[src/rtl/alu8_status_pkg.sv]
package alu8_status_pkg;

    typedef enum logic [2:0] {
        OP_ADD = 3'd0,
        OP_ADC = 3'd1,
        OP_SUB = 3'd2,
        OP_SBB = 3'd3,
        OP_AND = 3'd4,
        OP_XOR = 3'd5,
        OP_OR  = 3'd6,
        OP_CMP = 3'd7
    } alu_op_e;

    localparam int FB_W  = 8;
    localparam int FB_CY = 0;
    localparam int FB_PA = 2;
    localparam int FB_AC = 4;
    localparam int FB_ZE = 6;
    localparam int FB_SG = 7;

    localparam logic [FB_W-1:0] FB_FIXED_MASK = 8'b0010_1010;
    localparam logic [FB_W-1:0] FB_FIXED_VAL  = 8'b0000_0010;

    typedef enum logic [1:0] {
        LG_AND = 2'd0,
        LG_XOR = 2'd1,
        LG_OR  = 2'd2
    } logic_sel_e;

endpackage

[src/rtl/alu8_addsub.sv]
module alu8_addsub #(
    parameter int DATA_W = 8
) (
    input  logic [DATA_W-1:0] a,
    input  logic [DATA_W-1:0] b,
    input  logic              cin,
    input  logic              sub,
    output logic [DATA_W-1:0] sum,
    output logic              cout,
    output logic              half
);
    localparam int LO_W = DATA_W / 2;
    localparam int HI_W = DATA_W - LO_W;

    logic [DATA_W-1:0] b_eff;
    logic              c0;
    logic [LO_W:0]     lo;
    logic [HI_W:0]     hi;

    always_comb begin
        b_eff = sub ? ~b : b;
        c0    = sub ? ~cin : cin;
        lo    = {1'b0, a[LO_W-1:0]} + {1'b0, b_eff[LO_W-1:0]} + {{LO_W{1'b0}}, c0};
        hi    = {1'b0, a[DATA_W-1:LO_W]} + {1'b0, b_eff[DATA_W-1:LO_W]}
              + {{HI_W{1'b0}}, lo[LO_W]};
        sum   = {hi[HI_W-1:0], lo[LO_W-1:0]};
        // carry for add, borrow for subtract
        cout  = hi[HI_W] ^ sub;
        half  = lo[LO_W] ^ sub;
    end
endmodule

[src/rtl/alu8_logic.sv]
module alu8_logic
    import alu8_status_pkg::*;
#(
    parameter int DATA_W = 8
) (
    input  logic [DATA_W-1:0] a,
    input  logic [DATA_W-1:0] b,
    input  logic_sel_e        sel,
    output logic [DATA_W-1:0] y
);
    always_comb begin
        unique case (sel)
            LG_AND:  y = a & b;
            LG_XOR:  y = a ^ b;
            LG_OR:   y = a | b;
            default: y = '0;
        endcase
    end
endmodule

[src/rtl/alu8_flagpack.sv]
module alu8_flagpack
    import alu8_status_pkg::*;
#(
    parameter int DATA_W = 8
) (
    input  logic [DATA_W-1:0] res,
    input  logic              cy,
    input  logic              ac,
    output logic [FB_W-1:0]   fb
);
    always_comb begin
        fb        = FB_FIXED_VAL;
        fb[FB_SG] = res[DATA_W-1];
        fb[FB_ZE] = (res == '0);
        fb[FB_AC] = ac;
        fb[FB_PA] = ~(^res);
        fb[FB_CY] = cy;
    end
endmodule

[src/rtl/alu8_status_unit.sv]
module alu8_status_unit
    import alu8_status_pkg::*;
#(
    parameter int DATA_W = 8
) (
    input  logic              clk,
    input  logic              rst_n,
    input  logic              go,
    input  logic [2:0]        op_sel,
    input  logic [DATA_W-1:0] acc_in,
    input  logic [DATA_W-1:0] opnd_in,
    input  logic              cy_in,
    output logic [DATA_W-1:0] result_o,
    output logic              acc_wr_o,
    output logic [FB_W-1:0]   flag_byte_o
);
    typedef struct packed {
        logic [DATA_W-1:0] res;
        logic              wr;
        logic [FB_W-1:0]   fb;
    } state_t;

    state_t     st_d, st_q;
    alu_op_e    op;
    logic       is_arith, is_sub, use_cin;
    logic       as_cin;
    logic [DATA_W-1:0] as_sum, lg_y, flag_src;
    logic       as_cout, as_half;
    logic_sel_e lg_sel;
    logic       cy_sel, ac_sel;
    logic [FB_W-1:0] fb_new;

    always_comb begin
        op       = alu_op_e'(op_sel);
        is_arith = (op == OP_ADD) || (op == OP_ADC) || (op == OP_SUB)
                || (op == OP_SBB) || (op == OP_CMP);
        is_sub   = (op == OP_SUB) || (op == OP_SBB) || (op == OP_CMP);
        use_cin  = (op == OP_ADC) || (op == OP_SBB);
        as_cin   = use_cin & cy_in;
        case (op)
            OP_AND:  lg_sel = LG_AND;
            OP_XOR:  lg_sel = LG_XOR;
            default: lg_sel = LG_OR;
        endcase
    end

    alu8_addsub #(.DATA_W(DATA_W)) u_addsub (
        .a    (acc_in),
        .b    (opnd_in),
        .cin  (as_cin),
        .sub  (is_sub),
        .sum  (as_sum),
        .cout (as_cout),
        .half (as_half)
    );

    alu8_logic #(.DATA_W(DATA_W)) u_logic (
        .a   (acc_in),
        .b   (opnd_in),
        .sel (lg_sel),
        .y   (lg_y)
    );

    always_comb begin
        flag_src = is_arith ? as_sum : lg_y;
        cy_sel   = is_arith & as_cout;
        ac_sel   = is_arith & as_half;
    end

    alu8_flagpack #(.DATA_W(DATA_W)) u_flags (
        .res (flag_src),
        .cy  (cy_sel),
        .ac  (ac_sel),
        .fb  (fb_new)
    );

    always_comb begin
        st_d    = st_q;
        st_d.wr = 1'b0;
        if (go) begin
            st_d.fb = fb_new;
            if (op == OP_CMP) begin
                st_d.res = acc_in;
            end else begin
                st_d.res = flag_src;
                st_d.wr  = 1'b1;
            end
        end
    end

    always_ff @(posedge clk or negedge rst_n) begin
        if (!rst_n) begin
            st_q.res <= '0;
            st_q.wr  <= 1'b0;
            st_q.fb  <= FB_FIXED_VAL;
        end else begin
            st_q <= st_d;
        end
    end

    assign result_o    = st_q.res;
    assign acc_wr_o    = st_q.wr;
    assign flag_byte_o = st_q.fb;

    // spare flag positions keep their fixed values after every operation
    a_r10_fixed_bits: assert property (@(posedge clk) disable iff (!rst_n)
        go |=> ((flag_byte_o & FB_FIXED_MASK) == FB_FIXED_VAL));

    // compare never writes and echoes the accumulator input
    a_r9_cmp_no_write: assert property (@(posedge clk) disable iff (!rst_n)
        (go && op_sel == 3'd7) |=> (!acc_wr_o && result_o == $past(acc_in)));

    // logic operations leave carry and auxiliary carry clear
    a_r8_logic_clears: assert property (@(posedge clk) disable iff (!rst_n)
        (go && op_sel[2] && op_sel != 3'd7) |=>
            (!flag_byte_o[FB_CY] && !flag_byte_o[FB_AC]));

    // zero flag agrees with the written result
    a_r4_zero_matches: assert property (@(posedge clk) disable iff (!rst_n)
        (go && op_sel != 3'd7) |=> (flag_byte_o[FB_ZE] == (result_o == '0)));

    // parity flag agrees with the written result
    a_r6_parity_even: assert property (@(posedge clk) disable iff (!rst_n)
        (go && op_sel != 3'd7) |=> (flag_byte_o[FB_PA] == ~(^result_o)));

    // sign flag agrees with the written result
    a_r5_sign_msb: assert property (@(posedge clk) disable iff (!rst_n)
        (go && op_sel != 3'd7) |=> (flag_byte_o[FB_SG] == result_o[DATA_W-1]));

    // idle cycles hold the outputs and drop the strobe
    a_r11_idle_hold: assert property (@(posedge clk) disable iff (!rst_n)
        !go |=> ($stable(result_o) && $stable(flag_byte_o) && !acc_wr_o));

    // every non-compare operation raises the write strobe
    a_r1_write_strobe: assert property (@(posedge clk) disable iff (!rst_n)
        (go && op_sel != 3'd7) |=> acc_wr_o);
endmodule

[config.mk]
export PLATFORM = sky130hd
export DESIGN_NAME = alu8_status_unit
export DESIGN_NICKNAME = d
export VERILOG_FILES = /design/src/rtl/alu8_status_pkg.sv /design/src/rtl/alu8_addsub.sv /design/src/rtl/alu8_logic.sv /design/src/rtl/alu8_flagpack.sv /design/src/rtl/alu8_status_unit.sv
export SDC_FILE = /design/constraint.sdc
export NUM_CORES = 1
export LEC_CHECK = 0
export ABC_CLOCK_PERIOD_IN_PS = 800
export BUFFER_PORTS_ARGS = -buffer_cell sky130_fd_sc_hd__clkbuf_2
export CAP_MARGIN = 20
export CORE_ASPECT_RATIO = 1.4
export CORE_MARGIN = 2
export CORE_UTILIZATION = 50
export CTS_BUF_LIST = sky130_fd_sc_hd__clkbuf_2 sky130_fd_sc_hd__clkbuf_4 sky130_fd_sc_hd__clkbuf_8
export DETAILED_ROUTE_END_ITERATION = 10
export PLACE_DENSITY = 0.78
export SLEW_MARGIN = 20
export SYNTH_ARGS = -nofsm -noshare
export SYNTH_HDL_FRONTEND = slang
export SYNTH_SLANG_ARGS = --single-unit
[constraint.sdc]
create_clock -name clk -period 0.8 [get_ports clk]
set_input_delay 0.16 -clock clk [delete_from_list [all_inputs] [get_ports clk]]
set_output_delay 0.16 -clock clk [all_outputs]
set_load 0.1 [all_outputs]
==> impl_results.md, run 1 <==
* Status: finished with violations
* Failing checks: setup timing
* Internal reg-to-reg setup slack at -420 ps
* Num Clock Sinks at 14
* Core footprint at between 3000 and 4000 µm²
* Final clock period utilization by the worst path at 4.45
* Top cell type by total area after synthesis: dfrtp_1
* Reg2reg end: result_o[7]
* Nets at between 300 and 400
* Post-DRT Antenna Nets at 0
* CP max FO at 6
* Rows at 25
* CP startpoint: op_sel[1]
* Worst skew pair latency at ~260 ps
* Vias in the first global route at about 2,100
* Peak VDD IR at between 1.5 and 2 mV
* Largest net degree at the start of global routing at 15
* Final hold slack at 263 ps
* Cells after Synth at 190
* ANT cells at 0
* Fmax at ~280 MHz
* Initial antenna violation count at 0
* Worst Path Arrival at about 3700 ps
* Largest family of logic cells by synthesized area: adder cells
* Top cells by area, synth: dfrtp_1 (21%), ha_1 (19%), inv_1 (6.4%), xnor2_1 (5.7%), fa_1 (4.7%)
* Min cycle time layout at between 3000 and 4000 ps
* Clock Power Share at 0.119
* Final setup viols at 28
* Mapped cell area at about 1700 µm²
* Crit-path most repeated cell: fa_2
* Sequential power share at 0.181
* Share of cells above drive strength 1 at 0.567
* Drc violations at 0
* Clock skew at 0 ps
* Final Util at 0.908
* CP Launch Type: input pin
* Hold EP: result_o[5]
* Die Span X at 53.2 µm
* Final Hold Viols at 0
* I/O pin count at 40
* Total GRT Usage at 0.368
* Crit path buf inv count at 2
* Adder-cell share of the synthesized area at 0.239
* Via count at 2,002
* R2r startpoint: result_o[7]
* Die Footprint at about 3900 µm²
* Setup tns final at -27,160 ps
* Max-slew violations at 0
* Clk slew on worst S/H paths at 60 ps
* RSZ-0062 raised after global routing: yes
* Num CTS Buffers at 3
* Power Density at 2020 nW/µm²
* Switching Fraction at 0.465
* Psw at ~0.0028 W
* Fin worst setup slack at -2760 ps
* Sequential element share of the synthesized area at 0.207
* WL final at 7410 µm
* Hold Path Stages at 3
* Logic pwr share at 0.700
* Synth Area in XOR/XNOR at 0.0672
* H-tree depth at 1
* Half-perimeter wire length after placement at about 4300 µm
* GRT Residual Overflow at 0
* CP Class: input pin to flop
* Mux cell area share after synthesis at 0.00664
* Slowest CP cell: fa_2
* Main synth FF type: dfrtp_1
* Area share of and/or/nand/nor cells after synthesis at 0.180
* Yosys warns at 0
* Internal power at 0.00325 W
* Compound-Gate Fraction of Synth Area at 0.191
* CTS tree: built
* # port buffers at 36
* Crit-path cells: clkbuf_16 -> nor2b_4 -> nand2_1 -> o21ai_2 -> a21oi_2 -> fa_2 -> fa_2 -> nor2b_2 -> o21ai_2 -> nand2b_1 -> inv_1 -> fa_2 -> fa_2 -> xor2_2 -> a22o_1 -> ha_4 -> xnor2_2 -> xnor2_1 -> mux2_2
* Post-synth EDFFs at 0
* Vias per std cell at a little over 6
* Bufs on Longest Clock Path at 2
* Syn avg cell area at ~8.9 µm²
* Area delta synth->final at 77.6%
* R2R depth at 3
* Hold Crit Class: input pin to flop
* Initial DRC Count at 94
* First-pass iteration count of the detailed router at 4
* Leakage power at 1.46 nW
* Drt wl/cell at around 22 µm
* Fillcell total at ~110
* Hold path startpoint: acc_in[5]
* Kind of cell adding the most delay to the critical path: adder cells
* Die H at 72.9 µm
* Synth Register Bits at 14
* Critical Path RT at ~940 ps
* Cell variety after synth at 42
* Max stage delay on crit path at roughly 400 ps
* Async set-reset flop share out of synthesis at 1.00
* MaxCap Viol Count at 0
* First-pass GRT wire length at 10,200 µm
* Place WS at -3080 ps
* Clock root buffer master: clkbuf_8
* Routability cong. at a little under 0.9
* Setup crit end kind: flop
* Initial core utilization at 0.511
* Tot Pwr at approximately 0.006 W
* Post-synth top area share at 0.207
-- cells in the mapped netlist (2+ instances only) --
library cell and n:
a21oi_1 8, a221oi_2 2, a22o_1 6, a31oi_1 3, and2_1 2, and2b_1 3
and3_1 2, buf_4 3, buf_6 2, clkbuf_1 3, conb_1 2, dfrtp_1 14
fa_1 4, ha_1 26, inv_1 29, nand2_1 4, nand2_2 2, nand2b_1 4
nand3_1 8, nand3b_1 2, nor2_1 4, nor2b_1 12, o21ai_0 5, o221ai_1 6
o32ai_1 6, xnor2_1 11, xor2_1 2
-- per-layer routing --
metal  global-route usage  vias to the layer above  wire [µm]
li1                     -                      862          -
met2                0.667                      129       3950
met1                0.382                      962       2470
met3               0.0451                       49        472
met4                0.234                        0        511
met5                    0                        -          0
-- cells in the final DEF, fill, tap and decap left out, types with 3 or more instances in the layout --
cell type | netlist | layout
buf_4 | 3 | 59
inv_1 | 29 | 28
ha_1 | 26 | 25
clkbuf_2 | 0 | 19
buf_12 | 0 | 15
dfrtp_4 | 0 | 14
nor2b_1 | 12 | 10
buf_6 | 2 | 9
xnor2_1 | 11 | 8
nand3_1 | 8 | 7
o32ai_1 | 6 | 6
o221ai_2 | 0 | 6
a22o_1 | 6 | 5
a21oi_1 | 8 | 5
nor2_1 | 4 | 4
nand2_1 | 4 | 4
o21ai_2 | 0 | 4
fa_2 | 0 | 4
clkbuf_8 | 0 | 4
nand2b_1 | 4 | 3
and2b_1 | 3 | 3
conb_1 | 2 | 3
-- through the flow --
step,area [µm²],std cells
global placement,2570,308
finish,3010,331
floorplan,1820,191
global route,3010,331
CTS,2920,331
detailed placement,2570,308
-- registers in the layout (all words and copies together), names as in the netlist --
| name | cells |
|---|---|
| result_o | 8 |
| flag_byte_o | 5 |
| acc_wr_o | 1 |
-- repair_timing --
| action | in CTS | in global routing |
|---|---|---|
| hold buffers | 1 | 0 |
| setup buffers | 21 | 8 |
| gates resized for setup | 29 | 21 |
| endpoints found under the hold margin | 14 | 0 |
| pin swaps | 11 | 16 |
| endpoints found under the setup margin | 28 | 28 |
-- cell families (layout without fill, tap and decap cells) --
kind of cell               after synthesis  count (layout)
adders and majority gates               30              30
muxes                                    1               1
DFF                                     14              14
and+or+nand+nor                         50              50
other                                    2               3
buffers and inverters                   39             139
xor gates and xnor gates                13              13
AOI/OAI and AO/OA                       41              41
-- cell type report --
type	count	area (µm²)	area share
multi-input combinational	138	1390	0.461
sequential	14	403	0.134
clock buffer	4	55.1	0.0183
timing repair buffer	106	1000	0.334
inverter	29	109	0.0362
tap	40	50.0	0.0166
-- power groups by stage --
stage | logic [W] | clock network, W | registers [W]
CTS | 0.00387 | 0.000707 | 0.00109
global route | 0.00443 | 0.000738 | 0.00111
global placement | 0.00329 | 0 | 0.00109
floorplan | 0.00115 | 0 | 0.00203
detailed placement | 0.00342 | 0 | 0.00110
finish | 0.00425 | 0.000719 | 0.00110
-- worst min-delay path: stages --
cell	delay [ps]
clkbuf_2	130
nand3_1	110
o221ai_2	80
-- how the worst max path moves through the flow --
stage / end / slack (ps) / depth (start not counted)
after floorplan: flag_byte_o[2] / -2710 / 19
after global placement: flag_byte_o[2] / -2840 / 19
after detailed placement: flag_byte_o[2] / -3080 / 19
after CTS: flag_byte_o[2] / -2650 / 18
after global routing: flag_byte_o[2] / -2870 / 19
final: flag_byte_o[2] / -2760 / 19
(Power assumes the default switching activity.)
==> run 2: changes to the inputs <==
PLACE_DENSITY = 0.77   (was 0.78)
SYNTH_HIERARCHICAL = 1   (was unset)
==> impl_results.md, run 2 <==
* Status: finished with violations (unchanged)
* Failing checks: setup timing (unchanged)
* Cell variety after synth at 32 (was 42)
* Share of cells above drive strength 1 at 0.609 (was 0.567)
* Fmax at 283 MHz (was 281 MHz)
* Async set-reset flop share out of synthesis at 1.00 (unchanged)
* Drt wl/cell at 17.8 µm (was 22.4 µm)
* Final clock period utilization by the worst path at 4.42 (was 4.45)
* Die H at 77.3 µm (was 72.9 µm)
* Final setup viols at 33 (was 28)
* CP Class: input pin to flop (unchanged)
* I/O pin count at 40 (unchanged)
* Via count at 1,937 (was 2,002)
* Initial DRC Count at 88 (was 94)
* Power Density at 2220 nW/µm² (was 2020 nW/µm²)
* Clk slew on worst S/H paths at 70 ps (was 60 ps)
* First-pass GRT wire length at 8720 µm (was 10,200 µm)
* Worst skew pair latency at 260 ps (about the same)
* Die Footprint at 4350 µm² (was 3880 µm²)
* CTS tree: built (unchanged)
* H-tree depth at 1 (unchanged)
* Fillcell total at 162 (was 114)
* Vias per std cell at 5.47 (was 6.05)
* Routability cong. at 0.858 (was 0.873)
* Worst Path Arrival at 3690 ps (was 3700 ps)
* Top cell type by total area after synthesis: dfrtp_1 (unchanged)
* Nets at 366 (was 345)
* Setup crit end kind: flop (unchanged)
* Initial core utilization at 0.522 (was 0.511)
* Num CTS Buffers at 3 (unchanged)
* Sequential power share at 0.190 (was 0.181)
* Post-synth top cells: inv_1 (36), ha_1 (26), nor2_1 (19) (was inv_1 (29), ha_1 (26), dfrtp_1 (14))
* Post-DRT Antenna Nets at 0 (unchanged)
* Peak VDD IR at 2.38 mV (was 2.00 mV)
* Clock root buffer master: clkbuf_8 (unchanged)
* Most frequent cells in the layout: buf_4 (54), inv_1 (28), ha_1 (24) (was buf_4 (59), inv_1 (28), ha_1 (25))
* Top-count cell post-synth: inv_1 (unchanged)
* Hold Crit Class: input pin to flop (unchanged)
* Area delta synth->final at 67.7% (was 77.6%)
* Clock Power Share at 0.091 (was 0.119)
* Psw at 0.00327 W (was 0.00282 W)
* ANT cells at 0 (unchanged)
* Final Hold Viols at 0 (unchanged)
* Synth Register Bits at 17 (was 14)
* MaxCap Viol Count at 0 (unchanged)
* Min cycle time layout at 3540 ps (was 3560 ps)
* Sequential element share of the synthesized area at 0.222 (was 0.207)
* CP max FO at 2 (was 6)
* Leakage power at 1.59 nW (was 1.46 nW)
* # port buffers at 39 (was 36)
* Setup tns final at -28,900 ps (was -27,160 ps)
* Cells after Synth at 220 (was 190)
* Post-synth EDFFs at 0 (unchanged)
* Vias in the first global route at 1,912 (was 2,054)
* Num Clock Sinks at 17 (was 14)
* Mapped cell area at 1920 µm² (was 1700 µm²)
* Max-slew violations at 0 (unchanged)
* Top cells by area, synth: dfrtp_1 (21%), ha_1 (17%), mux2_2 (9.4%), inv_1 (7.0%), o221a_2 (4.7%) (was dfrtp_1 (21%), ha_1 (19%), inv_1 (6.4%), xnor2_1 (5.7%), fa_1 (4.7%))
* CP Launch Type: input pin (unchanged)
* WL final at 6320 µm (was 7410 µm)
* Bufs on Longest Clock Path at 2 (unchanged)
* Total GRT Usage at 0.254 (was 0.368)
* Drc violations at 0 (unchanged)
* Half-perimeter wire length after placement at 3830 µm (was 4290 µm)
* Yosys warns at 6 (was 0)
* Cells after DPL at 340 (was 308)
* Critical Path RT at 950 ps (was 940 ps)
* Fin cells at 354 (was 331)
* Die Span X at 56.3 µm (was 53.2 µm)
* Initial antenna violation count at 0 (unchanged)
* Internal power at 0.00387 W (was 0.00325 W)
* Rows at 26 (was 25)
* Switching Fraction at 0.458 (was 0.465)
* RSZ-0062 raised after global routing: yes (unchanged)
* Logic pwr share at 0.719 (was 0.700)
* First-pass iteration count of the detailed router at 4 (unchanged)
* GRT Residual Overflow at 0 (unchanged)
* Largest net degree at the start of global routing at 18 (was 15)
* Post-synth top area share at 0.209 (was 0.207)
* Core footprint at 3680 µm² (was 3320 µm²)
* Clock skew at 0 ps (unchanged)
* Syn avg cell area at 8.72 µm² (was 8.92 µm²)
* Most common cell after layout, fill and taps aside: buf_4 (unchanged)
* Fin worst setup slack at -2740 ps (was -2760 ps)
* Main synth FF type: dfrtp_1 (unchanged)
[run 2: power groups by stage]
stage,combinational (W),clock [W],sequential (W)
after floorplan,0.00166,0,0.00257
after global placement,0.00427,0,0.00137
after detailed placement,0.00441,0,0.00138
after CTS,0.00474,0.000663,0.00136
after global routing,0.00535,0.000681,0.00138
final,0.00514,0.000650,0.00136
[run 2: final timing paths]
check	start	to	slack, ps	depth (start not counted)
setup / recovery	op_sel[2]	flag_byte_o[2]	-2740	17
hold / removal	op_sel[1]	acc_wr_o	210	3
setup reg to reg	result_o[5]	result_o[5]	-240	4
hold reg to reg	flag_byte_o[7]	flag_byte_o[7]	600	1
max in group asynchronous	rst_n	flag_byte_o[1]	140	2
min in group asynchronous	rst_n	result_o[3]	360	2
[run 2: logic make-up (layout without fill, tap and decap cells)]
| family | count (synthesis) | in the layout | synth area share |
|---|---|---|---|
| AOI/OAI and AO/OA | 40 | 40 | 0.144 |
| xor gates and xnor gates | 18 | 18 | 0.0822 |
| adders and majority gates | 30 | 30 | 0.211 |
| buffers and inverters | 51 | 142 | 0.133 |
| DFF | 17 | 17 | 0.222 |
| muxes | 18 | 18 | 0.104 |
| other | 2 | 3 | 0.00392 |
| and+or+nand+nor | 44 | 44 | 0.0992 |
[run 2: cell type report]
type / instances / area [µm²] / area share
clock buffers: 3 / 41.3 / 0.0128
clock inverters: 1 / 5.00 / 0.00156
inverters: 36 / 138 / 0.0428
multi-input cells: 153 / 1490 / 0.463
flip-flops and latches: 17 / 490 / 0.152
well taps: 42 / 52.6 / 0.0163
repair buffers: 102 / 1000 / 0.311
[run 2: through the flow]
stage / total power, W / cell area [µm²] / setup slack (ps) / util / hold slack, ps
global route: 0.00741 / 3220 / -2830 / 0.875 / 217
global placement: 0.00564 / 2900 / -2860 / 0.788 / 105
floorplan: 0.00423 / 2120 / -2910 / - / -136
detailed placement: 0.00579 / 2900 / -2950 / 0.788 / 106
CTS: 0.00676 / 3100 / -2680 / 0.843 / 223
finish: 0.00714 / 3220 / -2740 / 0.875 / 208
[run 2: worst max-delay path, cell delays in order]
cell and delay, ps:
buf_8 100, buf_4 130, nor2_2 170, xnor2_2 100, fa_2 360, fa_2 350, nand2b_4 160, o2bb2ai_4 140
fa_2 380, inv_2 80, fa_2 450, mux2_4 310, inv_4 70, ha_4 200, xnor2_2 130, xnor2_1 130
mux2_4 260
[run 2: what timing repair did]
item | 4_1_cts | 5_1_grt
cloned | 0 | 0
hold buffers | 1 | 0
pin swaps | 18 | 15
setup buffers | 7 | 5
endpoints found under the setup margin | 33 | 49
gates resized for setup | 24 | 27
endpoints found under the hold margin | 16 | 0
[run 2: per-layer routing]
| layer | track usage | routed length (µm) | share of wire | vias to the layer above |
|---|---|---|---|---|
| li1 | - | - | - | 893 |
| met1 | 0.286 | 2340 | 0.37 | 933 |
| met2 | 0.456 | 3380 | 0.53 | 89 |
| met3 | 0.0270 | 327 | 0.052 | 22 |
| met4 | 0.143 | 267 | 0.042 | 0 |
| met5 | 0 | 0 | 0 | - |
